$ cat src/rtl/rtc_cal_pkg.sv
package rtc_cal_pkg;

  typedef struct packed {
    logic [6:0] sec;
    logic [6:0] min;
    logic [6:0] hour;
    logic [6:0] dow;
    logic [6:0] dom;
    logic [6:0] mon;
    logic [6:0] year;
  } cal_t;

  localparam cal_t CAL_RESET = '{sec: 7'd0, min: 7'd0, hour: 7'd0, dow: 7'd1,
                                 dom: 7'd1, mon: 7'd1, year: 7'd0};

  // binary value to register image
  function automatic logic [7:0] to_reg(input logic [6:0] v, input logic bin);
    logic [6:0] t;
    logic [6:0] u;
    t = v / 7'd10;
    u = v - t * 7'd10;
    return bin ? {1'b0, v} : {t[3:0], u[3:0]};
  endfunction

  // register image to binary value
  function automatic logic [6:0] from_reg(input logic [7:0] r, input logic bin);
    logic [6:0] t;
    t = {3'b000, r[7:4]};
    return bin ? r[6:0] : (t * 7'd10 + {3'b000, r[3:0]});
  endfunction

  function automatic logic [7:0] hour_to_reg(input logic [6:0] h, input logic bin,
                                             input logic h24);
    logic       pm;
    logic [6:0] hh;
    logic [7:0] r;
    pm = (h >= 7'd12);
    hh = pm ? h - 7'd12 : h;
    r  = to_reg(hh, bin);
    return h24 ? to_reg(h, bin) : {pm, r[6:0]};
  endfunction

  function automatic logic [6:0] hour_from_reg(input logic [7:0] r, input logic bin,
                                               input logic h24);
    logic [6:0] h;
    h = from_reg({1'b0, r[6:0]}, bin);
    if (!h24 && r[7]) h = h + 7'd12;
    return h;
  endfunction

  function automatic logic is_leap(input logic [6:0] yy, input int base);
    int full;
    full = base + int'(yy);
    return (full % 4 == 0) && ((full % 100 != 0) || (full % 400 == 0));
  endfunction

  function automatic logic [6:0] month_len(input logic [6:0] mon, input logic [6:0] yy,
                                           input int base);
    case (mon)
      7'd2:                       return is_leap(yy, base) ? 7'd29 : 7'd28;
      7'd4, 7'd6, 7'd9, 7'd11:    return 7'd30;
      default:                    return 7'd31;
    endcase
  endfunction

  function automatic cal_t next_second(input cal_t c, input int base);
    cal_t n;
    n = c;
    if (c.sec >= 7'd59) begin
      n.sec = 7'd0;
      if (c.min >= 7'd59) begin
        n.min = 7'd0;
        if (c.hour >= 7'd23) begin
          n.hour = 7'd0;
          n.dow  = (c.dow >= 7'd7) ? 7'd1 : c.dow + 7'd1;
          if (c.dom >= month_len(c.mon, c.year, base)) begin
            n.dom = 7'd1;
            if (c.mon >= 7'd12) begin
              n.mon  = 7'd1;
              n.year = (c.year >= 7'd99) ? 7'd0 : c.year + 7'd1;
            end else begin
              n.mon = c.mon + 7'd1;
            end
          end else begin
            n.dom = c.dom + 7'd1;
          end
        end else begin
          n.hour = c.hour + 7'd1;
        end
      end else begin
        n.min = c.min + 7'd1;
      end
    end else begin
      n.sec = c.sec + 7'd1;
    end
    return n;
  endfunction

endpackage

$ cat src/rtl/rtc_cal_counter.sv
module rtc_cal_counter
  import rtc_cal_pkg::*;
#(
  parameter int BASE_YEAR = 2000
) (
  input  logic clk,
  input  logic rst_n,
  input  logic load_en,
  input  cal_t load_val,
  input  logic step_en,
  output cal_t cur
);

  always_ff @(posedge clk or negedge rst_n) begin
    if (!rst_n)       cur <= CAL_RESET;
    else if (load_en) cur <= load_val;
    else if (step_en) cur <= next_second(cur, BASE_YEAR);
  end

endmodule

$ cat src/rtl/rtc_upd_seq.sv
module rtc_upd_seq #(
  parameter int DELAY_TICKS = 8
) (
  input  logic clk,
  input  logic rst_n,
  input  logic start,
  input  logic tb_tick,
  input  logic set_mode,
  output logic busy,
  output logic finish,
  output logic uip,
  output logic upd_end
);

  localparam int CNT_W = (DELAY_TICKS > 1) ? $clog2(DELAY_TICKS) : 1;
  localparam logic [CNT_W-1:0] LAST = CNT_W'(DELAY_TICKS - 1);

  logic [CNT_W-1:0] cnt;

  assign finish = busy && tb_tick && (cnt == LAST);

  always_ff @(posedge clk or negedge rst_n) begin
    if (!rst_n) begin
      busy    <= 1'b0;
      cnt     <= '0;
      uip     <= 1'b0;
      upd_end <= 1'b0;
    end else begin
      upd_end <= finish;
      if (start) begin
        busy <= 1'b1;
        cnt  <= '0;
        uip  <= !set_mode;
      end else if (finish) begin
        busy <= 1'b0;
        uip  <= 1'b0;
      end else if (busy && tb_tick) begin
        cnt <= cnt + 1'b1;
      end
    end
  end

endmodule

$ cat src/rtl/rtc_alarm_cmp.sv
module rtc_alarm_cmp
  import rtc_cal_pkg::*;
(
  input  cal_t       cur,
  input  logic [7:0] alm_sec,
  input  logic [7:0] alm_min,
  input  logic [7:0] alm_hour,
  input  logic       bin_mode,
  input  logic       h24_mode,
  output logic       match
);

  logic sec_ok, min_ok, hour_ok;

  always_comb begin
    sec_ok  = (alm_sec[7:6] == 2'b11)  || (from_reg(alm_sec, bin_mode) == cur.sec);
    min_ok  = (alm_min[7:6] == 2'b11)  || (from_reg(alm_min, bin_mode) == cur.min);
    hour_ok = (alm_hour[7:6] == 2'b11) ||
              (hour_from_reg(alm_hour, bin_mode, h24_mode) == cur.hour);
    match   = sec_ok && min_ok && hour_ok;
  end

endmodule

$ cat src/rtl/rtc_calendar.sv
module rtc_calendar
  import rtc_cal_pkg::*;
#(
  parameter int BASE_YEAR   = 2000,
  parameter int DELAY_TICKS = 8
) (
  input  logic       clk,
  input  logic       rst_n,
  input  logic       sec_tick,
  input  logic       tb_tick,
  input  logic [2:0] osc_sel,
  input  logic       bin_mode,
  input  logic       h24_mode,
  input  logic       set_mode,
  input  logic       alarm_en,
  input  logic       ld_stb,
  input  logic [7:0] ld_sec,
  input  logic [7:0] ld_min,
  input  logic [7:0] ld_hour,
  input  logic [7:0] ld_dow,
  input  logic [7:0] ld_dom,
  input  logic [7:0] ld_mon,
  input  logic [7:0] ld_year,
  input  logic [7:0] alm_sec,
  input  logic [7:0] alm_min,
  input  logic [7:0] alm_hour,
  output logic [7:0] rd_sec,
  output logic [7:0] rd_min,
  output logic [7:0] rd_hour,
  output logic [7:0] rd_dow,
  output logic [7:0] rd_dom,
  output logic [7:0] rd_mon,
  output logic [7:0] rd_year,
  output logic       uip,
  output logic       upd_end,
  output logic       alarm_hit
);

  localparam logic [2:0] OSC_RUN  = 3'b010;
  localparam int         N_PLAIN  = 6;

  // named internal events
  logic osc_run;
  logic busy;
  logic advance_fire;
  logic refresh_fire;
  logic alarm_match;

  cal_t load_val;
  cal_t cur;
  cal_t snap;

  assign osc_run      = (osc_sel == OSC_RUN);
  assign advance_fire = sec_tick && osc_run && !busy && !ld_stb;

  always_comb begin
    load_val.sec  = from_reg(ld_sec, bin_mode);
    load_val.min  = from_reg(ld_min, bin_mode);
    load_val.hour = hour_from_reg(ld_hour, bin_mode, h24_mode);
    load_val.dow  = from_reg(ld_dow, bin_mode);
    load_val.dom  = from_reg(ld_dom, bin_mode);
    load_val.mon  = from_reg(ld_mon, bin_mode);
    load_val.year = from_reg(ld_year, bin_mode);
  end

  rtc_cal_counter #(.BASE_YEAR(BASE_YEAR)) u_cnt (
    .clk      (clk),
    .rst_n    (rst_n),
    .load_en  (ld_stb),
    .load_val (load_val),
    .step_en  (advance_fire),
    .cur      (cur)
  );

  rtc_upd_seq #(.DELAY_TICKS(DELAY_TICKS)) u_seq (
    .clk      (clk),
    .rst_n    (rst_n),
    .start    (advance_fire),
    .tb_tick  (tb_tick),
    .set_mode (set_mode),
    .busy     (busy),
    .finish   (refresh_fire),
    .uip      (uip),
    .upd_end  (upd_end)
  );

  rtc_alarm_cmp u_alm (
    .cur      (cur),
    .alm_sec  (alm_sec),
    .alm_min  (alm_min),
    .alm_hour (alm_hour),
    .bin_mode (bin_mode),
    .h24_mode (h24_mode),
    .match    (alarm_match)
  );

  // register view: held time, re-encoded live from the mode inputs
  always_ff @(posedge clk or negedge rst_n) begin
    if (!rst_n) begin
      snap      <= CAL_RESET;
      alarm_hit <= 1'b0;
    end else begin
      alarm_hit <= refresh_fire && alarm_en && alarm_match;
      if (ld_stb)                         snap <= load_val;
      else if (refresh_fire && !set_mode) snap <= cur;
    end
  end

  logic [6:0] plain_f   [N_PLAIN];
  logic [7:0] plain_enc [N_PLAIN];

  assign plain_f[0] = snap.sec;
  assign plain_f[1] = snap.min;
  assign plain_f[2] = snap.dow;
  assign plain_f[3] = snap.dom;
  assign plain_f[4] = snap.mon;
  assign plain_f[5] = snap.year;

  for (genvar i = 0; i < N_PLAIN; i++) begin : g_enc
    assign plain_enc[i] = to_reg(plain_f[i], bin_mode);
  end

  assign rd_sec  = plain_enc[0];
  assign rd_min  = plain_enc[1];
  assign rd_dow  = plain_enc[2];
  assign rd_dom  = plain_enc[3];
  assign rd_mon  = plain_enc[4];
  assign rd_year = plain_enc[5];
  assign rd_hour = hour_to_reg(snap.hour, bin_mode, h24_mode);

endmodule

$ cat config.mk
export PLATFORM = sky130hd
export DESIGN_NAME = rtc_calendar
export DESIGN_NICKNAME = d
export VERILOG_FILES = /design/src/rtl/rtc_cal_pkg.sv /design/src/rtl/rtc_cal_counter.sv /design/src/rtl/rtc_upd_seq.sv /design/src/rtl/rtc_alarm_cmp.sv /design/src/rtl/rtc_calendar.sv
export SDC_FILE = /design/constraint.sdc
export NUM_CORES = 1
export LEC_CHECK = 0
export ABC_AREA = 1
export BUFFER_PORTS_ARGS = -buffer_cell sky130_fd_sc_hd__buf_4
export CELL_PAD_IN_SITES_DETAIL_PLACEMENT = 0
export CELL_PAD_IN_SITES_GLOBAL_PLACEMENT = 1
export CORE_UTILIZATION = 39
export CTS_CLUSTER_DIAMETER = 120
export CTS_CLUSTER_SIZE = 8
export DETAILED_ROUTE_END_ITERATION = 7
export GPL_TIMING_DRIVEN = 0
export PLACE_DENSITY = 0.79
export RECOVER_POWER = 50
export SLEW_MARGIN = 10
export SYNTH_ARGS = -nofsm -noshare
export SYNTH_HDL_FRONTEND = slang
export SYNTH_SLANG_ARGS = --single-unit
$ cat constraint.sdc
create_clock -name clk -period 4.89 [get_ports clk]
set_input_delay 0.978 -clock clk [delete_from_list [all_inputs] [get_ports clk]]
set_output_delay 0.978 -clock clk [all_outputs]
set_load 0.005 [all_outputs]
* Word level (Yosys, flattened, before mapping)
Cells that the tools add are included.
** Storage, ports and cells
- Register bits :: 105
- Word-level logic and storage cells :: 192
- Output and inout port bits :: 59
** Cells by class
- $add $sub $neg :: 30
- Multipliers :: 18
- Order comparisons :: 8
- Divide/modulo/power cells :: 10
- Reduce and logical (&&, ||, !) cells :: 41
- Equality and inequality tests :: 14
- Multiplexer cells :: 51
- Bitwise logic cells :: 1
** Operators by type and width (count)
- 49-bit two-way mux :: 4
- 7-bit two-way mux :: 27
- 7-bit by 4-bit adder with 7-bit output :: 10
- 32-bit zero test :: 2
- 8-bit two-way mux :: 8
- 7-bit by 4-bit divider with 7-bit output (second input constant) :: 8
- 7-bit by 3-bit multiplier with 3-bit output (second input constant) :: 8
- 7-bit by 1-bit adder with 7-bit output (second input constant) :: 7
- 4-bit by 3-bit multiplier with 6-bit output (second input constant) :: 8
- 42-bit two-way mux :: 1
- 35-bit two-way mux :: 1
- 32-bit by 10-bit modulo with 32-bit output (second input constant) :: 1
- 32-bit by 8-bit modulo with 32-bit output (second input constant) :: 1
- 32-bit nonzero test :: 1
- 4-bit subtractor :: 8
- 28-bit two-way mux :: 1
- 7-bit equality test :: 3
- 2-bit nonzero test :: 9
- 7-bit by 4-bit adder with 7-bit output (second input constant) :: 2
- 7-bit by 3-bit equality test with 1-bit output (second input constant) :: 2
- 7-bit by 4-bit equality test with 1-bit output (second input constant) :: 2
- 7-bit by 4-bit greater-or-equal comparator with 1-bit output (second input constant) :: 2
- 7-bit by 6-bit greater-or-equal comparator with 1-bit output (second input constant) :: 2
- 14-bit two-way mux :: 1
- 27 further kinds :: 54

* Longest topological paths before layout
Gate-level depths: netlist of run 1.
- Depth in word-level cells :: 19
- Mapped depth :: 52
- Mapped depth without buffers :: 51

* By module
A second synthesis of run 1 with hierarchy kept.
** Second synthesis, totals
- Cells, all modules :: 2043
- Area, all modules :: 13230.2 um^2
** Modules (own cells, without submodules)
- rtc_calendar :: times used 1, area an instance 6990.5 um^2, seq. area each 1255.0 um^2, cells an instance 1072
- rtc_cal_counter :: times used 1, area an instance 4364.2 um^2, seq. area each 1229.9 um^2, cells an instance 633
- rtc_alarm_cmp :: times used 1, area an instance 1601.5 um^2, seq. area each 0.0 um^2, cells an instance 308
- rtc_upd_seq :: times used 1, area an instance 274.0 um^2, seq. area each 150.1 um^2, cells an instance 30

* Worst setup path before layout of run 1
OpenSTA, ideal clock, no wires.
- Path kind :: register to register
- From :: reg u_cnt.cur[5] (netlist name)
- To :: reg u_cnt.cur[2] (netlist name)
- Arrival :: 5.118 ns
- Clock period less this slack :: 5.250 ns
- Stages on the path, launching flop included :: 46
- Library setup time :: 0.132 ns
- Slack :: -0.360 ns
- Buffers on the path :: 1
- Required time :: 4.758 ns
- Cells stage by stage :: dfrtp_1 ha_1 inv_1 ha_1 ha_1 inv_2 nand3_2 o21ai_1 nand2_1 o211ai_2 nand2_2 nor2_8 nand2_4 a21o_1 nand4_2 nand2_4 nand3_2 nand2_2 [... 10 more ...] nand2_1 nor2_1 nand2_1 nand2_1 nand2_1 ha_1 inv_1 a21oi_1 o21bai_1 a311oi_1 nand2_1 nand2_1 inv_1 nand2_1 inv_1 clkbuf_1 nand2_1 o21ai_0
** Between the ends
- Word-level cells in the longest chain between the ends :: 15
- Elaborated cells between the ends (all ways) :: 26
- Classes of those cells :: 1 x add/sub; 2 x div; 2 x order compare; 15 x mux; 6 x reduce/logical
** RTL lines
- 11-bit by 7-bit adder with 12-bit output :: line rtc_cal_pkg.sv:53 : full = base + int'(yy);
- 32-bit by 8-bit modulo with 32-bit output or 32-bit by 10-bit modulo with 32-bit output (tied branches) :: line rtc_cal_pkg.sv:54 : return (full % 4 == 0) && ((full % 100 != 0) || (full % 400 == 0));
- 32-bit nonzero test or 32-bit zero test (tied branches) :: line rtc_cal_pkg.sv:54
- 1-bit logical OR :: line rtc_cal_pkg.sv:54
- 1-bit logical AND :: line rtc_cal_pkg.sv:54
- 1-bit two-way mux :: line rtc_cal_pkg.sv:60 : 7'd2: return is_leap(yy, base) ? 7'd29 : 7'd28;
- 7-bit one-hot mux with 2 select lines :: line rtc_cal_pkg.sv:59 : case (mon)
- 7-bit two-way mux :: line rtc_cal_pkg.sv:73 : if (c.hour >= 7'd23) begin
- 7-bit two-way mux :: line rtc_cal_pkg.sv:71 : if (c.min >= 7'd59) begin
- 7-bit two-way mux :: line rtc_cal_pkg.sv:69 : if (c.sec >= 7'd59) begin
- 7-bit two-way mux :: line rtc_cal_counter.sv:17 : else if (step_en) cur <= next_second(cur, BASE_YEAR);
- 7-bit two-way mux :: line rtc_cal_counter.sv:16 : else if (load_en) cur <= load_val;
- 7-bit greater-or-equal comparator :: line rtc_cal_pkg.sv:76 : if (c.dom >= month_len(c.mon, c.year, base)) begin
- 2-bit nonzero test (no line)
- 6-bit AND reduction (no line)
Parallel ways exist; a longest one is shown, timed or not. The select of a mux whose other input is x is not followed.
A chain may end at the register's enable or synchronous reset.

* Final worst setup path of run 1
- From :: reg u_cnt.cur[4] (netlist name)
- To :: reg u_cnt.cur[4] (netlist name)
** Between the ends
- Word-level cells in the longest chain between the ends :: 15
- Elaborated cells between the ends (all ways) :: 27
- Classes of those cells :: 2 x add/sub; 2 x div; 2 x order compare; 15 x mux; 6 x reduce/logical
** RTL lines (line)
- 11-bit by 7-bit adder with 12-bit output :: rtc_cal_pkg.sv:53
- 32-bit by 8-bit modulo with 32-bit output or 32-bit by 10-bit modulo with 32-bit output (tied branches) :: rtc_cal_pkg.sv:54
- 32-bit nonzero test or 32-bit zero test (tied branches) :: rtc_cal_pkg.sv:54
- 1-bit logical OR :: rtc_cal_pkg.sv:54
- 1-bit logical AND :: rtc_cal_pkg.sv:54
- 1-bit two-way mux :: rtc_cal_pkg.sv:60
- 7-bit one-hot mux with 2 select lines :: rtc_cal_pkg.sv:59
- 7-bit two-way mux :: rtc_cal_pkg.sv:73
- 7-bit two-way mux :: rtc_cal_pkg.sv:71
- 7-bit two-way mux :: rtc_cal_pkg.sv:69
- 7-bit two-way mux :: rtc_cal_counter.sv:17
- 7-bit two-way mux :: rtc_cal_counter.sv:16
- 7-bit greater-or-equal comparator :: rtc_cal_pkg.sv:76
- 2-bit nonzero test (no line)
- 6-bit AND reduction (no line)
Parallel ways exist; a longest one is shown, timed or not. The select of a mux whose other input is x is not followed.

==> results of run 1 <==
## flip-flops by register name, indices dropped and copies added, names as in the netlist
name	flops
alarm_hit	1
u_seq.cnt	3
u_cnt.cur	49
snap	7
u_seq.uip	1
u_seq.busy	1
plain_f	42
u_seq.upd_end	1
## logic make-up after synthesis
kind of cell    share of synthesized area, %
compound gates                          21.1
xor+xnor                                6.78
fa+ha+maj                               15.2
buf+inv                                 10.1
flops                                   21.7
mux                                    0.618
simple gates                            24.5
## final cells by class
cell class | instances | area share, %
timing repair buffer | 377 | 16.9
inverter | 257 | 5.80
sequential | 105 | 15.3
multi-input combinational | 1330 | 55.7
clock buffer | 9 | 1.31
clock inverter | 7 | 0.480
buffer | 56 | 1.62
tap | 396 | 2.88
## synthesized netlist by cell type (all sizes together) (3+ instances only)
master	number	area share, %
a21oi	87	3.7
a22o	3	0.22
a22oi	28	1.7
a31oi	22	1.1
a32oi	4	0.29
buf	16	0.78
clkbuf	41	1.3
clkinv	4	0.12
dfrtp	99	20
dfstp	6	1.3
fa	26	4.3
ha	106	11
inv	252	7.8
mux2	4	0.37
mux2i	3	0.25
nand2	346	12
nand3	69	3.4
nand3b	4	0.25
nand4	23	1.3
nor2	179	6.4
nor3	12	0.49
nor4	3	0.15
o2111ai	3	0.22
o211ai	11	0.72
o21ai	247	10
o21bai	7	0.43
o221ai	14	1.0
o22ai	3	0.15
o31ai	4	0.25
or2	8	0.41
xnor2	34	2.5
xor2	60	4.3
## worst max-delay path, delay by kind of cell (launching register included)
kind	cells	cell delay, ps
fa+ha+maj	4	650
flops	1	440
buf+inv	7	630
simple gates	27	2990
compound gates	5	590
## metal layers
metal | vias up | track usage (%) | routed length, um
met4 | 2 | 11.0 | 1570
li1 | 6588 | - | -
met1 | 6621 | 37.0 | 19400
met3 | 124 | 4.11 | 3060
met5 | - | 0 | 15
met2 | 501 | 49.7 | 22600
## worst paths after layout
| check | slack (ps) | endpoint | start | cells after the start |
|---|---|---|---|---|
| setup / recovery | -570 | u_cnt.cur[4] | u_cnt.cur[4] | 43 |
| hold / removal | 490 | u_cnt.cur[33] | u_cnt.cur[33] | 2 |
| setup reg to reg | -570 | u_cnt.cur[4] | u_cnt.cur[4] | 43 |
| hold reg to reg | 490 | u_cnt.cur[33] | u_cnt.cur[33] | 2 |
| max in group asynchronous | 840 | u_cnt.cur[5] | rst_n | 2 |
| min in group asynchronous | 1010 | alarm_hit | rst_n | 1 |
## what timing repair did
action	in CTS	in global routing
resized for setup	263	152
endpoints found under the setup margin	65	54
hold endpoints to repair	0	0
pin swaps	120	106
setup buffers	191	45
gates cloned	2	0
## metrics by stage
| stage | utilization, % | setup slack (ps) | hold slack, ps | cell area, um^2 | setup TNS (ps) |
|---|---|---|---|---|---|
| detailed placement | 45.4 | -1080 | 465 | 13900 | -35970 |
| finish | 56.3 | -574 | 487 | 17200 | -11010 |
| global route | 56.3 | -908 | 519 | 17200 | -20180 |
| CTS | 53.9 | -496 | 472 | 16500 | -8210 |
| global placement | 45.3 | -1050 | 455 | 13900 | -34040 |
| floorplan | - | -125 | 442 | 12300 | -753 |
==> results.sh, run 1 <==
export IMPL_multi_input_area_um2=9590
export IMPL_worstSetupPathType="reg -> reg"
export IMPL_cap_violations=2
export IMPL_hp_class="reg -> reg"
export IMPL_setup_violations=27
export IMPL_finalCriticalPeriod_ps=5460
export IMPL_critPathLaunchType="flop"
export IMPL_cp_common_cell="nand2_2"
export IMPL_clk_pin_slew_ps=90
export IMPL_final_cells=2537
export IMPL_die_x_um=179
export IMPL_grt_ovfl_total=0
export IMPL_rsz0062_at_grt="yes"
export IMPL_slowest_stage="dfrtp_1"
export IMPL_dp_hpwl_um=31800
export IMPL_synth_nets=1973
export IMPL_drive_above_1_share_pct=35.8
export IMPL_n_antenna_cell=0
export IMPL_grt_max_degree=81
export IMPL_htree_levels=3
export IMPL_synth_edf_count=0
export IMPL_post_drt_wl_per_cell_um=18.4
export IMPL_clock_sinks=105
export IMPL_arrival_ps=5720
export IMPL_ys_warnings_count=0
export IMPL_synth_seq_cells=105
export IMPL_worstSkewPairLatency_ps=380
export IMPL_core_um2=30600
export IMPL_relSlewSlack_pct=-45.4
export IMPL_worstSetupEndpointType="flop"
export IMPL_hold_viol_final=0
export IMPL_die_h_um=179
export IMPL_most_common_layout_cells="buf_4, nand2_1, o21ai_0"
export IMPL_antenna_found_initial=1
export IMPL_grt_pass1_wl_um=71400
export IMPL_vias=13800
export IMPL_viasPerCell=5.45
export IMPL_finalNetCount=2360
export IMPL_drtIter0Drc=989
export IMPL_cp_max_fo=8
export IMPL_wirelength_um=46600
export IMPL_finalCritPeriodShare_pct=112
export IMPL_clockRootBuffer="clkbuf_16"
export IMPL_ant_nets=0
export IMPL_synth_area_per_cell_um2=6.95
export IMPL_slew_viol_final=108
export IMPL_io_buffers=149
export IMPL_cts_hold_buf=0
export IMPL_fillers=2888
export IMPL_cpPeakStageDelay_ps=440
export IMPL_place_gp_congestion=0.929
export IMPL_place_inst=2295
export IMPL_clock_fmax_mhz=183
export IMPL_final_common_cell="buf_4"
export IMPL_syn_inst=1749
export IMPL_worstPathRequired_ps=5140
export IMPL_status="finished, violations left"
export IMPL_dieArea_um2=31900
export IMPL_clockBufferDepth=2
export IMPL_rows=64
export IMPL_start_util_pct=39.7
export IMPL_tightest_slew_ps=2180
export IMPL_syn_area_um2=12200
export IMPL_ys_flop_type="dfrtp_1"
export IMPL_ys_types=65
export IMPL_ys_seq_area_share_pct=21.7
export IMPL_grt_usage_pct=29.1
export IMPL_cts_buffers=9
export IMPL_cts_tree="done"
export IMPL_ios=151
export IMPL_async_flop_share_pct=100
export IMPL_register_area_um2=2640
export IMPL_route_detailed_drc=0
export IMPL_area_growth_pct=41.7
export IMPL_finalWorstSetupSlack_ps=-574
export IMPL_grt_pass1_vias=13500
export IMPL_firstDrtPassIters=5
export IMPL_skew_ps=12.2
export IMPL_violations="capacitance limit, slew limit, setup timing"
Power of run 1 is left out: the tool's default activity adds up to more than one toggle a clock period on the data nets, which glitch-free logic cannot reach.
==> run 2: changes to the inputs <==
--- a/config.mk
+++ b/config.mk
@@ -16,6 +16,7 @@
 export GPL_TIMING_DRIVEN = 0
 export PLACE_DENSITY = 0.79
 export RECOVER_POWER = 50
+export SETUP_SLACK_MARGIN = 0.02
 export SLEW_MARGIN = 10
 export SYNTH_ARGS = -nofsm -noshare
 export SYNTH_HDL_FRONTEND = slang
==> run 2 against run 1 <==
Compared with the run above: the flow still finishes with violations (capacitance limit, slew limit, setup timing); via count is 2.9% lower; fmax is 3.5% lower; final area is 2.4% lower; non-clock buffer count is 46 lower; routed wire length is 2.8% lower; critical path depth is 5 higher; count of clock-buffer cells in the layout stayed put; setup slack worse by 200 ps; sequential share of layout area is 0.37 points higher; global-route usage is 1.2 points lower; die area stayed put; critical endpoint is now u_cnt.cur[1]; highest routed layer is now met4.
==> results.sh, run 2 (synthesis results as in run 1) <==
export IMPL_wirelength_um=45300
export IMPL_relSlewSlack_pct=-106
export IMPL_clock_fmax_mhz=177
export IMPL_finalCritPeriodShare_pct=116
export IMPL_final_common_cell="buf_4"
export IMPL_firstDrtPassIters=5
export IMPL_largest_register_ffs=49
export IMPL_most_common_layout_cells="buf_4, nand2_1, o21ai_0"
export IMPL_start_util_pct=39.7
export IMPL_viasPerCell=5.39
export IMPL_route_detailed_drc=0
export IMPL_cts_buffers=9
export IMPL_drive_above_1_share_pct=34.3
export IMPL_cp_common_cell="nand2_4"
export IMPL_clockRootBuffer="clkbuf_16"
export IMPL_worstSetupEndpointType="flop"
export IMPL_place_ws_ps=-1100
export IMPL_core_um2=30600
export IMPL_grt_max_degree=56
export IMPL_hp_class="reg -> reg"
export IMPL_vias=13400
export IMPL_cap_violations=1
export IMPL_ant_nets=0
export IMPL_worstSkewPairLatency_ps=370
export IMPL_worstSetupPathType="reg -> reg"
export IMPL_die_h_um=179
export IMPL_grt_usage_pct=28.0
export IMPL_antenna_found_initial=0
export IMPL_dp_hpwl_um=31900
export IMPL_final_cells=2491
export IMPL_critPathLaunchType="flop"
export IMPL_finalNetCount=2314
export IMPL_grt_ovfl_total=0
export IMPL_skew_ps=12.0
export IMPL_status="finished, violations left"
export IMPL_finalWorstSetupSlack_ps=-769
export IMPL_cpPeakStageDelay_ps=440
export IMPL_post_drt_wl_per_cell_um=18.2
export IMPL_n_antenna_cell=0
export IMPL_grt_pass1_wl_um=68800
export IMPL_rows=64
export IMPL_slew_viol_final=52
export IMPL_cp_max_fo=8
export IMPL_placed_area_um2=13900
export IMPL_htree_levels=3
export IMPL_worstPathRequired_ps=5130
export IMPL_finalCriticalPeriod_ps=5660
export IMPL_clock_sinks=105
export IMPL_ff2ff_path_depth=48
export IMPL_final_cell_area_um2=16800
export IMPL_clockBufferDepth=2
export IMPL_drtIter0Drc=951
export IMPL_die_x_um=179
export IMPL_grt_pass1_vias=12900
export IMPL_place_inst=2295
export IMPL_area_growth_pct=38.3
export IMPL_violations="capacitance limit, slew limit, setup timing"
export IMPL_ios=151
export IMPL_tightest_slew_ps=3090
export IMPL_dieArea_um2=31900
export IMPL_hold_viol_final=0
export IMPL_io_buffers=149
export IMPL_rsz0062_at_grt="yes"
export IMPL_regMostFlops="u_cnt.cur"
export IMPL_clk_pin_slew_ps=80
export IMPL_setup_violations=27
export IMPL_arrival_ps=5900
export IMPL_slowest_stage="dfrtp_2"
export IMPL_finalSetupTns_ps=-14510
export IMPL_place_gp_congestion=0.905
export IMPL_cts_hold_buf=0
export IMPL_hold_depth=2
export IMPL_cts_tree="done"
## run 2: per-stage QoR
stage,utilization [%],hold slack (ps)
2_1_floorplan,-,442
3_3_place_gp,45.4,456
3_5_place_dp,45.5,461
4_1_cts,51.9,481
5_1_grt,55.0,519
6_report,55.0,492
## run 2: metal layers
layer	vias up	share of wire (%)	GRT usage, %
met3	76	6.4	3.30
met5	-	0	0
li1	6500	-	-
met4	0	2.7	8.51
met2	416	49	48.5
met1	6442	42	36.0
## run 2: worst max-delay path, delay by kind of cell (launching register included)
kind / cells / cell delay [ps]
AO/OA/AOI/OAI: 6 / 910
adder cells (fa/ha/maj): 2 / 320
buffers and inverters: 7 / 640
flip-flops: 1 / 440
AND/OR/NAND/NOR: 33 / 3210
## run 2: layout make-up
cell class | instances | area (um^2)
clock buffer | 9 | 225
multi-input combinational | 1330 | 9550
sequential | 105 | 2640
buffer | 56 | 282
fill | 2900 | 13800
timing repair buffer | 331 | 2550
clock inverter | 7 | 80.1
tap | 396 | 495
inverter | 257 | 991
## run 2: path summary, 6_finish.rpt
kind / endpoint / slack [ps] / start
worst max register to register: u_cnt.cur[1] / -770 / u_cnt.cur[5]
worst min-delay path: u_cnt.cur[33] / 490 / u_cnt.cur[33]
max in group asynchronous: snap[30] / 480 / rst_n
worst min register to register: u_cnt.cur[33] / 490 / u_cnt.cur[33]
worst max-delay path: u_cnt.cur[1] / -770 / u_cnt.cur[5]
min in group asynchronous: alarm_hit / 1600 / rst_n
## run 2: what timing repair did
item,4_1_cts,5_1_grt
pin swaps,124,136
gates resized for setup,224,164
gates cloned,1,0
setup endpoints to repair,65,59
buffers inserted,130,51
Power of run 2 is left out for the same reason.
==> run 3: changes to the inputs <==
--- a/config.mk
+++ b/config.mk
@@ -14,7 +14,7 @@
 export CTS_CLUSTER_SIZE = 8
 export DETAILED_ROUTE_END_ITERATION = 7
 export GPL_TIMING_DRIVEN = 0
-export PLACE_DENSITY = 0.79
+export PLACE_DENSITY = 0.85
 export RECOVER_POWER = 50
 export SETUP_SLACK_MARGIN = 0.02
 export SLEW_MARGIN = 10
==> run 3 against run 2 <==
Compared with the run above: the run still ends with capacitance limit, slew limit, setup timing left; die area is the same; clock skew rose by 2.4 ps; routed wire length increased by 3.7%; sequential cell count stayed put; first-iteration DRC count grew 26%; hold slack worse by 8.4 ps; sequential share of layout area down 0.38 points; critical path type unchanged; critical endpoint is now u_cnt.cur[4].
==> results.sh, run 3 (synthesis results as in run 1) <==
export IMPL_firstDrtPassIters=6
export IMPL_dieArea_um2=31900
export IMPL_grt_pass1_wl_um=70800
export IMPL_finalNetCount=2362
export IMPL_cap_violations=2
export IMPL_slowest_stage="dfrtp_2"
export IMPL_drive_above_1_share_pct=35.8
export IMPL_clock_sinks=105
export IMPL_die_x_um=179
export IMPL_viasPerCell=5.49
export IMPL_cp_max_fo=6
export IMPL_ant_nets=0
export IMPL_vias=13900
export IMPL_finalCritPeriodShare_pct=114
export IMPL_antenna_found_initial=2
export IMPL_grt_ovfl_total=0
export IMPL_clock_fmax_mhz=180
export IMPL_start_util_pct=39.7
export IMPL_setup_violations=28
export IMPL_finalCriticalPeriod_ps=5550
export IMPL_clockRootBuffer="clkbuf_16"
export IMPL_final_common_cell="buf_4"
export IMPL_grt_usage_pct=28.7
export IMPL_route_detailed_drc=0
export IMPL_violations="capacitance limit, slew limit, setup timing"
export IMPL_wirelength_um=47000
export IMPL_regMostFlops="u_cnt.cur"
export IMPL_io_buffers=149
export IMPL_worstSkewPairLatency_ps=380
export IMPL_arrival_ps=5820
export IMPL_hold_viol_final=0
export IMPL_cpPeakStageDelay_ps=440
export IMPL_htree_levels=3
export IMPL_rows=64
export IMPL_fillers=2825
export IMPL_grt_max_degree=71
export IMPL_ios=151
export IMPL_die_h_um=179
export IMPL_post_drt_wl_per_cell_um=18.5
export IMPL_status="finished, violations left"
export IMPL_grt_pass1_vias=13600
export IMPL_core_um2=30600
export IMPL_clockBufferDepth=2
export IMPL_place_gp_congestion=0.934
export IMPL_critPathLaunchType="flop"
export IMPL_worstSetupEndpointType="flop"
export IMPL_rsz0062_at_grt="yes"
export IMPL_slew_viol_final=108
export IMPL_finalWorstSetupSlack_ps=-662
export IMPL_drtIter0Drc=1195
export IMPL_area_growth_pct=41.8
export IMPL_worstPathRequired_ps=5150
export IMPL_worstSetupPathType="reg -> reg"
export IMPL_relSlewSlack_pct=-47.3
export IMPL_clk_pin_slew_ps=90
export IMPL_largest_register_ffs=49
export IMPL_cp_common_cell="nand2_4"
export IMPL_tightest_slew_ps=2210
export IMPL_dp_hpwl_um=31500
export IMPL_cts_buffers=9
export IMPL_skew_ps=14.5
export IMPL_finalSetupTns_ps=-12950
export IMPL_cts_tree="done"
export IMPL_most_common_layout_cells="buf_4, nand2_1, o21ai_0"
export IMPL_hp_class="reg -> reg"
## run 3: repair_timing
action / CTS / global route
cloned: 1 / 0
pin swaps: 110 / 150
buffers inserted: 171 / 67
resized for setup: 237 / 165
endpoints found under the setup margin: 66 / 39
hold buffers: 0 / 0
## run 3: per-stage QoR
stage / utilization [%] / hold WS, ps / cells / area [um^2] / setup WS [ps]
finish: 56.3 / 483 / 2540 / 17200 / -662
global route: 56.3 / 514 / 2539 / 17200 / -981
CTS: 53.1 / 479 / 2483 / 16200 / -535
detailed placement: 45.5 / 461 / 2295 / 13900 / -1070
global placement: 45.4 / 455 / 2294 / 13900 / -990
floorplan: - / 442 / 1749 / 12300 / -125
## run 3: worst paths after layout
check	startpoint	to	slack, ps	depth (start not counted)
setup reg to reg	u_cnt.cur[5]	u_cnt.cur[4]	-660	45
hold reg to reg	u_cnt.cur[33]	u_cnt.cur[33]	480	2
hold / removal	u_cnt.cur[33]	u_cnt.cur[33]	480	2
min in group asynchronous	rst_n	alarm_hit	1250	1
setup / recovery	u_cnt.cur[5]	u_cnt.cur[4]	-660	45
max in group asynchronous	rst_n	snap[30]	760	2
## run 3: cell type report
cell class	count	area, um^2	area share (%)
sequential	105	2640	15.3
buffer	57	279	1.62
clock inverter	7	83.8	0.486
inverter	257	996	5.78
tap	396	495	2.88
multi-input combinational	1330	9590	55.6
antenna	1	2.50	0.0145
timing repair buffer	378	2930	17.0
clock buffer	9	225	1.31
## run 3: worst max-delay path, delay by kind of cell, from the launching register on
| family | cells | cell delay (ps) |
|---|---|---|
| simple gates | 32 | 3090 |
| fa+ha+maj | 2 | 490 |
| buf+inv | 8 | 840 |
| flops | 1 | 440 |
| compound gates | 3 | 550 |
## run 3: layer usage
| metal | vias up | global-route usage (%) | share of wire, % | wire, um |
|---|---|---|---|---|
| li1 | 6595 | - | - | - |
| met4 | 2 | 11.8 | 3.8 | 1770 |
| met1 | 6676 | 35.3 | 41 | 19100 |
| met3 | 126 | 5.69 | 7.6 | 3570 |
| met5 | - | 0 | 0.030 | 14 |
| met2 | 537 | 48.7 | 48 | 22500 |
Power of run 3 is left out for the same reason.
